**src/rtl/dfg_pkg.sv**
```systemverilog
package dfg_pkg;
   localparam int NF    = 7;
   localparam int F_SC  = 0;
   localparam int F_OC  = 1;
   localparam int F_OV  = 2;
   localparam int F_UV  = 3;
   localparam int F_OTW = 4;
   localparam int F_OTH = 5;
   localparam int F_OS  = 6;

   localparam int NTHR  = 6;
   localparam int T_OC  = 0;
   localparam int T_OV  = 1;
   localparam int T_UV  = 2;
   localparam int T_OS  = 3;
   localparam int T_REL = 4;
   localparam int T_DER = 5;

   typedef enum logic [2:0] {
      ACT_NONE   = 3'd0,
      ACT_DERATE = 3'd1,
      ACT_TZERO  = 3'd2,
      ACT_STOP   = 3'd3,
      ACT_GATE   = 3'd4
   } act_e;
endpackage

```
**src/rtl/dfg_scale.sv**
```systemverilog
module dfg_scale #(
   parameter int DW   = 12,
   parameter int FRAC = 6,
   parameter int K    = 64
) (
   input  logic [DW-1:0] rated,
   output logic [DW:0]   thr
);
   localparam int PW = DW + FRAC + 2;

   generate
      if (K <= 0 || K >= (2 ** (FRAC + 1))) begin : g_bad_k
         $error("dfg_scale: factor K out of range");
      end
   endgenerate

   logic [PW-1:0] prod;
   assign prod = PW'(rated) * PW'(K);
   assign thr  = (DW+1)'(prod >> FRAC);
endmodule

```
**src/rtl/dfg_latch.sv**
```systemverilog
module dfg_latch #(
   parameter int N = 7
) (
   input  logic         clk,
   input  logic         rst_n,
   input  logic [N-1:0] set,
   input  logic [N-1:0] live,
   input  logic         clr,
   output logic [N-1:0] stat
);
   generate
      for (genvar b = 0; b < N; b++) begin : g_bit
         always_ff @(posedge clk or negedge rst_n) begin
            if (!rst_n)
               stat[b] <= 1'b0;
            else if (set[b])
               stat[b] <= 1'b1;
            else if (clr && !live[b])
               stat[b] <= 1'b0;
         end
      end
   endgenerate
endmodule

```
**src/rtl/dfg_brake.sv**
```systemverilog
module dfg_brake (
   input  logic clk,
   input  logic rst_n,
   input  logic smp_valid,
   input  logic over,
   input  logic below_rel,
   output logic brake_on
);
   always_ff @(posedge clk or negedge rst_n) begin
      if (!rst_n)
         brake_on <= 1'b0;
      else if (smp_valid) begin
         if (over)
            brake_on <= 1'b1;
         else if (below_rel)
            brake_on <= 1'b0;
      end
   end
endmodule

```
**src/rtl/dfg_grade.sv**
```systemverilog
module dfg_grade
   import dfg_pkg::*;
(
   input  logic [NF-1:0] stat,
   input  logic          sc_now,
   output logic          gate_off,
   output logic          stop_req,
   output logic          torque_zero,
   output logic          derate,
   output act_e          act
);
   logic want_gate, want_stop, want_tz, want_der;

   assign want_gate = sc_now | stat[F_SC] | stat[F_OC];
   assign want_stop = stat[F_UV] | stat[F_OTH];
   assign want_tz   = stat[F_OS];
   assign want_der  = stat[F_OTW];

   always_comb begin
      act = ACT_NONE;
      if (want_gate)      act = ACT_GATE;
      else if (want_stop) act = ACT_STOP;
      else if (want_tz)   act = ACT_TZERO;
      else if (want_der)  act = ACT_DERATE;
   end

   assign gate_off    = (act == ACT_GATE);
   assign stop_req    = (act == ACT_STOP);
   assign torque_zero = (act == ACT_TZERO);
   assign derate      = (act == ACT_DERATE);
endmodule

```
**src/rtl/drive_fault_guard.sv**
```systemverilog
module drive_fault_guard
   import dfg_pkg::*;
#(
   parameter int DW     = 12,
   parameter int TW     = 10,
   parameter int FRAC   = 6,
   parameter int OC_K   = 112,
   parameter int OV_K   = 77,
   parameter int UV_K   = 51,
   parameter int OS_K   = 77,
   parameter int REL_K  = 74,
   parameter int DER_K  = 48,
   parameter int T_WARN = 85,
   parameter int T_HOT  = 125
) (
   input  logic                 clk,
   input  logic                 rst_n,
   input  logic                 smp_valid,
   input  logic signed [DW-1:0] i_arm,
   input  logic [DW-1:0]        v_link,
   input  logic signed [TW-1:0] temp,
   input  logic signed [DW-1:0] speed,
   input  logic [DW-1:0]        rated_cur,
   input  logic [DW-1:0]        rated_volt,
   input  logic [DW-1:0]        rated_spd,
   input  logic                 sc_in,
   input  logic                 fault_clr,
   output logic [NF-1:0]        fault_stat,
   output logic                 gate_off,
   output logic                 stop_req,
   output logic                 torque_zero,
   output logic                 derate,
   output logic                 brake_on,
   output logic [DW-1:0]        cur_lim,
   output logic [2:0]           act_code
);
   localparam int KTAB [NTHR] = '{OC_K, OV_K, UV_K, OS_K, REL_K, DER_K};
   localparam int STAB [NTHR] = '{0, 1, 1, 2, 1, 0};
   localparam logic signed [TW-1:0] TWARN_S = TW'(T_WARN);
   localparam logic signed [TW-1:0] THOT_S  = TW'(T_HOT);

   generate
      if (DW < 4 || TW < 2) begin : g_bad_w
         $error("drive_fault_guard: widths too small");
      end
      if (T_WARN >= T_HOT || T_HOT >= (2 ** (TW - 1))) begin : g_bad_t
         $error("drive_fault_guard: temperature levels inconsistent");
      end
      if (REL_K >= OV_K || UV_K >= REL_K) begin : g_bad_v
         $error("drive_fault_guard: voltage levels out of order");
      end
   endgenerate

   logic [2:0][DW-1:0] rsrc;
   logic [DW:0]        thr [NTHR];
   assign rsrc = {rated_spd, rated_volt, rated_cur};

   generate
      for (genvar g = 0; g < NTHR; g++) begin : g_thr
         dfg_scale #(.DW(DW), .FRAC(FRAC), .K(KTAB[g])) u_scale (
            .rated (rsrc[STAB[g]]),
            .thr   (thr[g])
         );
      end
   endgenerate

   logic [DW-1:0] i_mag, s_mag;
   assign i_mag = i_arm[DW-1] ? DW'(-i_arm) : DW'(i_arm);
   assign s_mag = speed[DW-1] ? DW'(-speed) : DW'(speed);

   logic [NF-1:0] cond;
   logic          below_rel;
   always_comb begin
      cond        = '0;
      cond[F_OC]  = {1'b0, i_mag}  >= thr[T_OC];
      cond[F_OV]  = {1'b0, v_link} >= thr[T_OV];
      cond[F_UV]  = {1'b0, v_link} <  thr[T_UV];
      cond[F_OTW] = temp >= TWARN_S;
      cond[F_OTH] = temp >= THOT_S;
      cond[F_OS]  = {1'b0, s_mag}  >= thr[T_OS];
   end
   assign below_rel = {1'b0, v_link} < thr[T_REL];

   logic [NF-1:0] live_q, live_now, set_now;
   always_ff @(posedge clk or negedge rst_n) begin
      if (!rst_n)
         live_q <= '0;
      else if (smp_valid)
         live_q <= cond;
   end

   always_comb begin
      live_now       = smp_valid ? cond : live_q;
      live_now[F_SC] = sc_in;
      set_now        = smp_valid ? cond : '0;
      set_now[F_SC]  = sc_in;
   end

   dfg_latch #(.N(NF)) u_latch (
      .clk   (clk),
      .rst_n (rst_n),
      .set   (set_now),
      .live  (live_now),
      .clr   (fault_clr),
      .stat  (fault_stat)
   );

   dfg_brake u_brake (
      .clk       (clk),
      .rst_n     (rst_n),
      .smp_valid (smp_valid),
      .over      (cond[F_OV]),
      .below_rel (below_rel),
      .brake_on  (brake_on)
   );

   act_e act;
   dfg_grade u_grade (
      .stat        (fault_stat),
      .sc_now      (sc_in),
      .gate_off    (gate_off),
      .stop_req    (stop_req),
      .torque_zero (torque_zero),
      .derate      (derate),
      .act         (act)
   );

   assign act_code = act;
   assign cur_lim  = fault_stat[F_OTW] ? DW'(thr[T_DER]) : rated_cur;
endmodule

```
**config.mk**
```make
export PLATFORM = sky130hd
export DESIGN_NAME = drive_fault_guard
export DESIGN_NICKNAME = d
export VERILOG_FILES = /design/src/rtl/dfg_pkg.sv /design/src/rtl/dfg_scale.sv /design/src/rtl/dfg_latch.sv /design/src/rtl/dfg_brake.sv /design/src/rtl/dfg_grade.sv /design/src/rtl/drive_fault_guard.sv
export SDC_FILE = /design/constraint.sdc
export NUM_CORES = 1
export LEC_CHECK = 0
export BUFFER_PORTS_ARGS = -buffer_cell sky130_fd_sc_hd__buf_2
export CORE_MARGIN = 1
export CORE_UTILIZATION = 61
export CTS_CLUSTER_DIAMETER = 120
export DETAILED_ROUTE_END_ITERATION = 16
export GPL_ROUTABILITY_DRIVEN = 0
export GPL_TIMING_DRIVEN = 0
export PLACE_DENSITY = 0.84
export SLEW_MARGIN = 30
export SYNTH_ARGS = -nofsm -noshare
export SYNTH_HDL_FRONTEND = slang
export SYNTH_SLANG_ARGS = --single-unit
```
**constraint.sdc**
```tcl
create_clock -name clk -period 6 [get_ports clk]
set_clock_uncertainty 0.15 [all_clocks]
set_input_delay 1.8 -clock clk [delete_from_list [all_inputs] [get_ports clk]]
set_output_delay 1.8 -clock clk [all_outputs]
set_load 0.01 [all_outputs]
```
==> flow_summary.yaml <==
run_status:
  status: "complete, but fails checks"
  violations: "setup timing"
route:
  totalWireLength_mm: 21.9
  drc: 0
  ant_nets: 0
  vias_per_cell: 5.93
  first_pass_iters: 5
  drt_iter0_drc: 480
  wire_per_inst_um: 17.3
  routed-via-count: 7506
synthesis:
  async_reset_ff_frac: 1.00
  synth_top_flop_cell: "dfrtp_1"
  ys_ff_latch: 14
  syn_area_per_cell_um2: 8.59
  synth.most_common_cell: "ha_1"
  synth_nets: 1333
  yosys.area.top_type_share: 0.352
  ys_warn_count: 0
  ys_seq_area_frac: 0.0428
  post_synth_num_cell_types: 54
  synth_top_cell_by_area: "ha_1"
  ys_top_cells_by_count: "230 x ha_1, 150 x inv_1, 64 x fa_1, 56 x nand2_1, 47 x xnor2_1"
  synth_edf_count: 0
  synth_area_um2: 8180
  synth_cells: 952
  synthTopCellsByArea: "ha_1 35%, fa_1 16%, inv_1 6.9%, xnor2_1 5.0%, dfrtp_1 4.3%"
critical_path:
  crit_path_top_delay_cell: "fa_2"
  cp_cell_sequence: "buf_12, ha_4, ha_4, inv_2, fa_1, inv_2, fa_2, ha_4, and3_4, o21a_1, or3_1, a41o_1, o211a_1, nor2_2, o21ai_1, xnor2_1, ha_2, or4_4, nor2_4, nand2_1, and4b_1, nand3_2, nand2_1"
  end_kind: "register"
  critPathMostFrequentCell: "ha_4"
  worstSetupPathType: "input port to register"
  crit_required_ns: 5.98
  slowest_delay_ns: 0.56
  critPathMaxFanout: 3
  start_kind: "input port"
  crit_arrival_ns: 6.30
  reg2regPathDepth: 4
sta:
  rsz0062_at_grt: "yes"
  slew_violations: 0
  setup_viol: 7
  max_slew.worst_pin.slew_ns: 0.542
  worst_hold_slack_ns: 0.327
  final.min_clock_period_ns: 6.33
  relSlewSlack: 0.639
  fin_crit_sh: 1.05
  setup_slack_ns: -0.325
  hold_viol_final: 0
  fmax_ghz: 0.158
run:
  maxCapViolCount: 0
die:
  die-area_um2: 13900
  core_um2: 12800
  rows: 41
  chipWidth_um: 118
  start_util: 0.638
  io_pins: 114
  die_y_um: 118
grt:
  grt_antenna_before_repair: 0
  grt_pass1_wl_mm: 33.0
  grt_usage: 0.286
  overflow: 0
  grt_pass1_vias: 7431
  grt_max_degree: 15
placement:
  place_ws_ns: -0.760
  placedCellCount: 1237
  dpl.hpwl_mm: 14.9
  io_buffers: 113
final_layout:
  synthToLayoutAreaGrowth_pct: 21.4
  drive_gt1_frac: 0.216
  antenna_cells: 0
  layout.nets: 1477
  fillCellCount: 837
  multi_input_area_um2: 7830
  fin_cells: 1266
  regArea_um2: 350
  final_util: 0.774
worst_hold_path:
  hold_path.class: "register to register"
  holdPathStages: 2
power:
  p_leak_nw: 5.10
  power_mw: 2.75
  powerDensity_nw_per_um2: 277
  ir_drop_mv: 0.295
cts:
  cts_buffers: 3
  cts_tree: "done"
  htreeDepth: 1
  clkTransAtPathRegs_ns: 0.04
  cts_buffer_depth: 2
  insertion_delay_ns: 0.24
  root_buffer: "clkbuf_16"
  clock_sinks: 14
-- metrics by stage --
| step | instance area, um2 | TNS (ns) |
|---|---|---|
| final | 9930 | -1.34 |
| after detailed placement | 9100 | -4.11 |
| after global routing | 9930 | -2.17 |
| after CTS | 9690 | -0.491 |
| after floorplan | 8320 | -0.711 |
| after global placement | 9100 | -3.87 |
-- path summary, 6_finish.rpt --
| path | slack [ns] | start | endpoint |
|---|---|---|---|
| min in group asynchronous | 1.30 | rst_n | live_q[5]$_DFF_PN0_ |
| worst max register to register | 4.38 | u_latch.stat[4]$_DFFE_PN0P_ | u_latch.stat[4]$_DFFE_PN0P_ |
| worst max-delay path | -0.33 | rated_spd[9] | live_q[6]$_DFF_PN0_ |
| worst min-delay path | 0.33 | u_latch.stat[2]$_DFFE_PN0P_ | u_latch.stat[2]$_DFFE_PN0P_ |
| worst min register to register | 0.33 | u_latch.stat[2]$_DFFE_PN0P_ | u_latch.stat[2]$_DFFE_PN0P_ |
| max in group asynchronous | 4.16 | rst_n | u_latch.stat[0]$_DFFE_PN0P_ |
-- critical path, delay by kind of cell --
kind	cells	cell delay (ns)
AOI/OAI and AO/OA	4	0.65
xor gates and xnor gates	1	0.13
adders and majority gates	6	1.94
buffers and inverters	3	0.17
and+or+nand+nor	9	1.60
-- power by group --
part / internal, mW / switching (mW) / total [mW]
Clock: 0.0869 / 0.0351 / 0.122
Sequential: 0.121 / 0.0167 / 0.137
Combinational: 1.18 / 1.32 / 2.49
Total: 1.38 / 1.37 / 2.75
-- registers in the layout (all words and copies together), names as in the netlist --
| register | cells |
|---|---|
| u_brake.brake_on | 1 |
| u_latch.stat | 7 |
| live_q | 6 |
-- cell families after synthesis --
| family | after synthesis | synth area share |
|---|---|---|
| and+or+nand+nor | 217 | 0.134 |
| AOI/OAI and AO/OA | 190 | 0.154 |
| DFF | 14 | 0.0428 |
| muxes | 6 | 0.00826 |
| adders and majority gates | 294 | 0.508 |
| buffers and inverters | 157 | 0.0725 |
| xor gates and xnor gates | 74 | 0.0792 |
-- layout by cell type, fill, tap and decap left out, types with 10 or more instances in the layout --
cell type,instances
buf_2,99
nand2b_1,30
o21a_1,19
a21oi_1,34
inv_1,143
nor3_1,16
ha_4,35
nor2_1,39
fa_1,60
xor2_1,27
ha_1,190
nand2_1,56
dfrtp_1,14
nor2b_1,19
or3_1,10
xnor2_1,47
a21o_1,21
buf_4,30
o21ai_0,38
-- final cells by class --
| cell class | instances | share of cell area |
|---|---|---|
| Timing Repair Buffer | 139 | 0.0869 |
| Clock buffer | 3 | 0.00756 |
| Multi-Input combinational cell | 781 | 0.789 |
| Sequential cell | 14 | 0.0353 |
| Buffer | 7 | 0.00302 |
| Inverter | 150 | 0.0567 |
| Tap cell | 172 | 0.0217 |
-- layer usage --
layer | GRT usage | part of all wire | routed length [um] | vias up
met5 | 0 | 0 | 0 | -
met4 | 0.0817 | 0.045 | 976 | 0
met3 | 0.0247 | 0.048 | 1040 | 89
met2 | 0.535 | 0.50 | 11000 | 263
met1 | 0.344 | 0.40 | 8850 | 3567
li1 | - | - | - | 3587
-- repair_timing --
item / CTS / global route
pin swaps: 57 / 38
hold buffers: 0 / 0
gates resized for setup: 73 / 27
gates cloned: 0 / 0
setup buffers: 14 / 12
endpoints found under the hold margin: 0 / 0
setup endpoints to repair: 9 / 9
No activity file was read; power rests on OpenSTA's default activity.
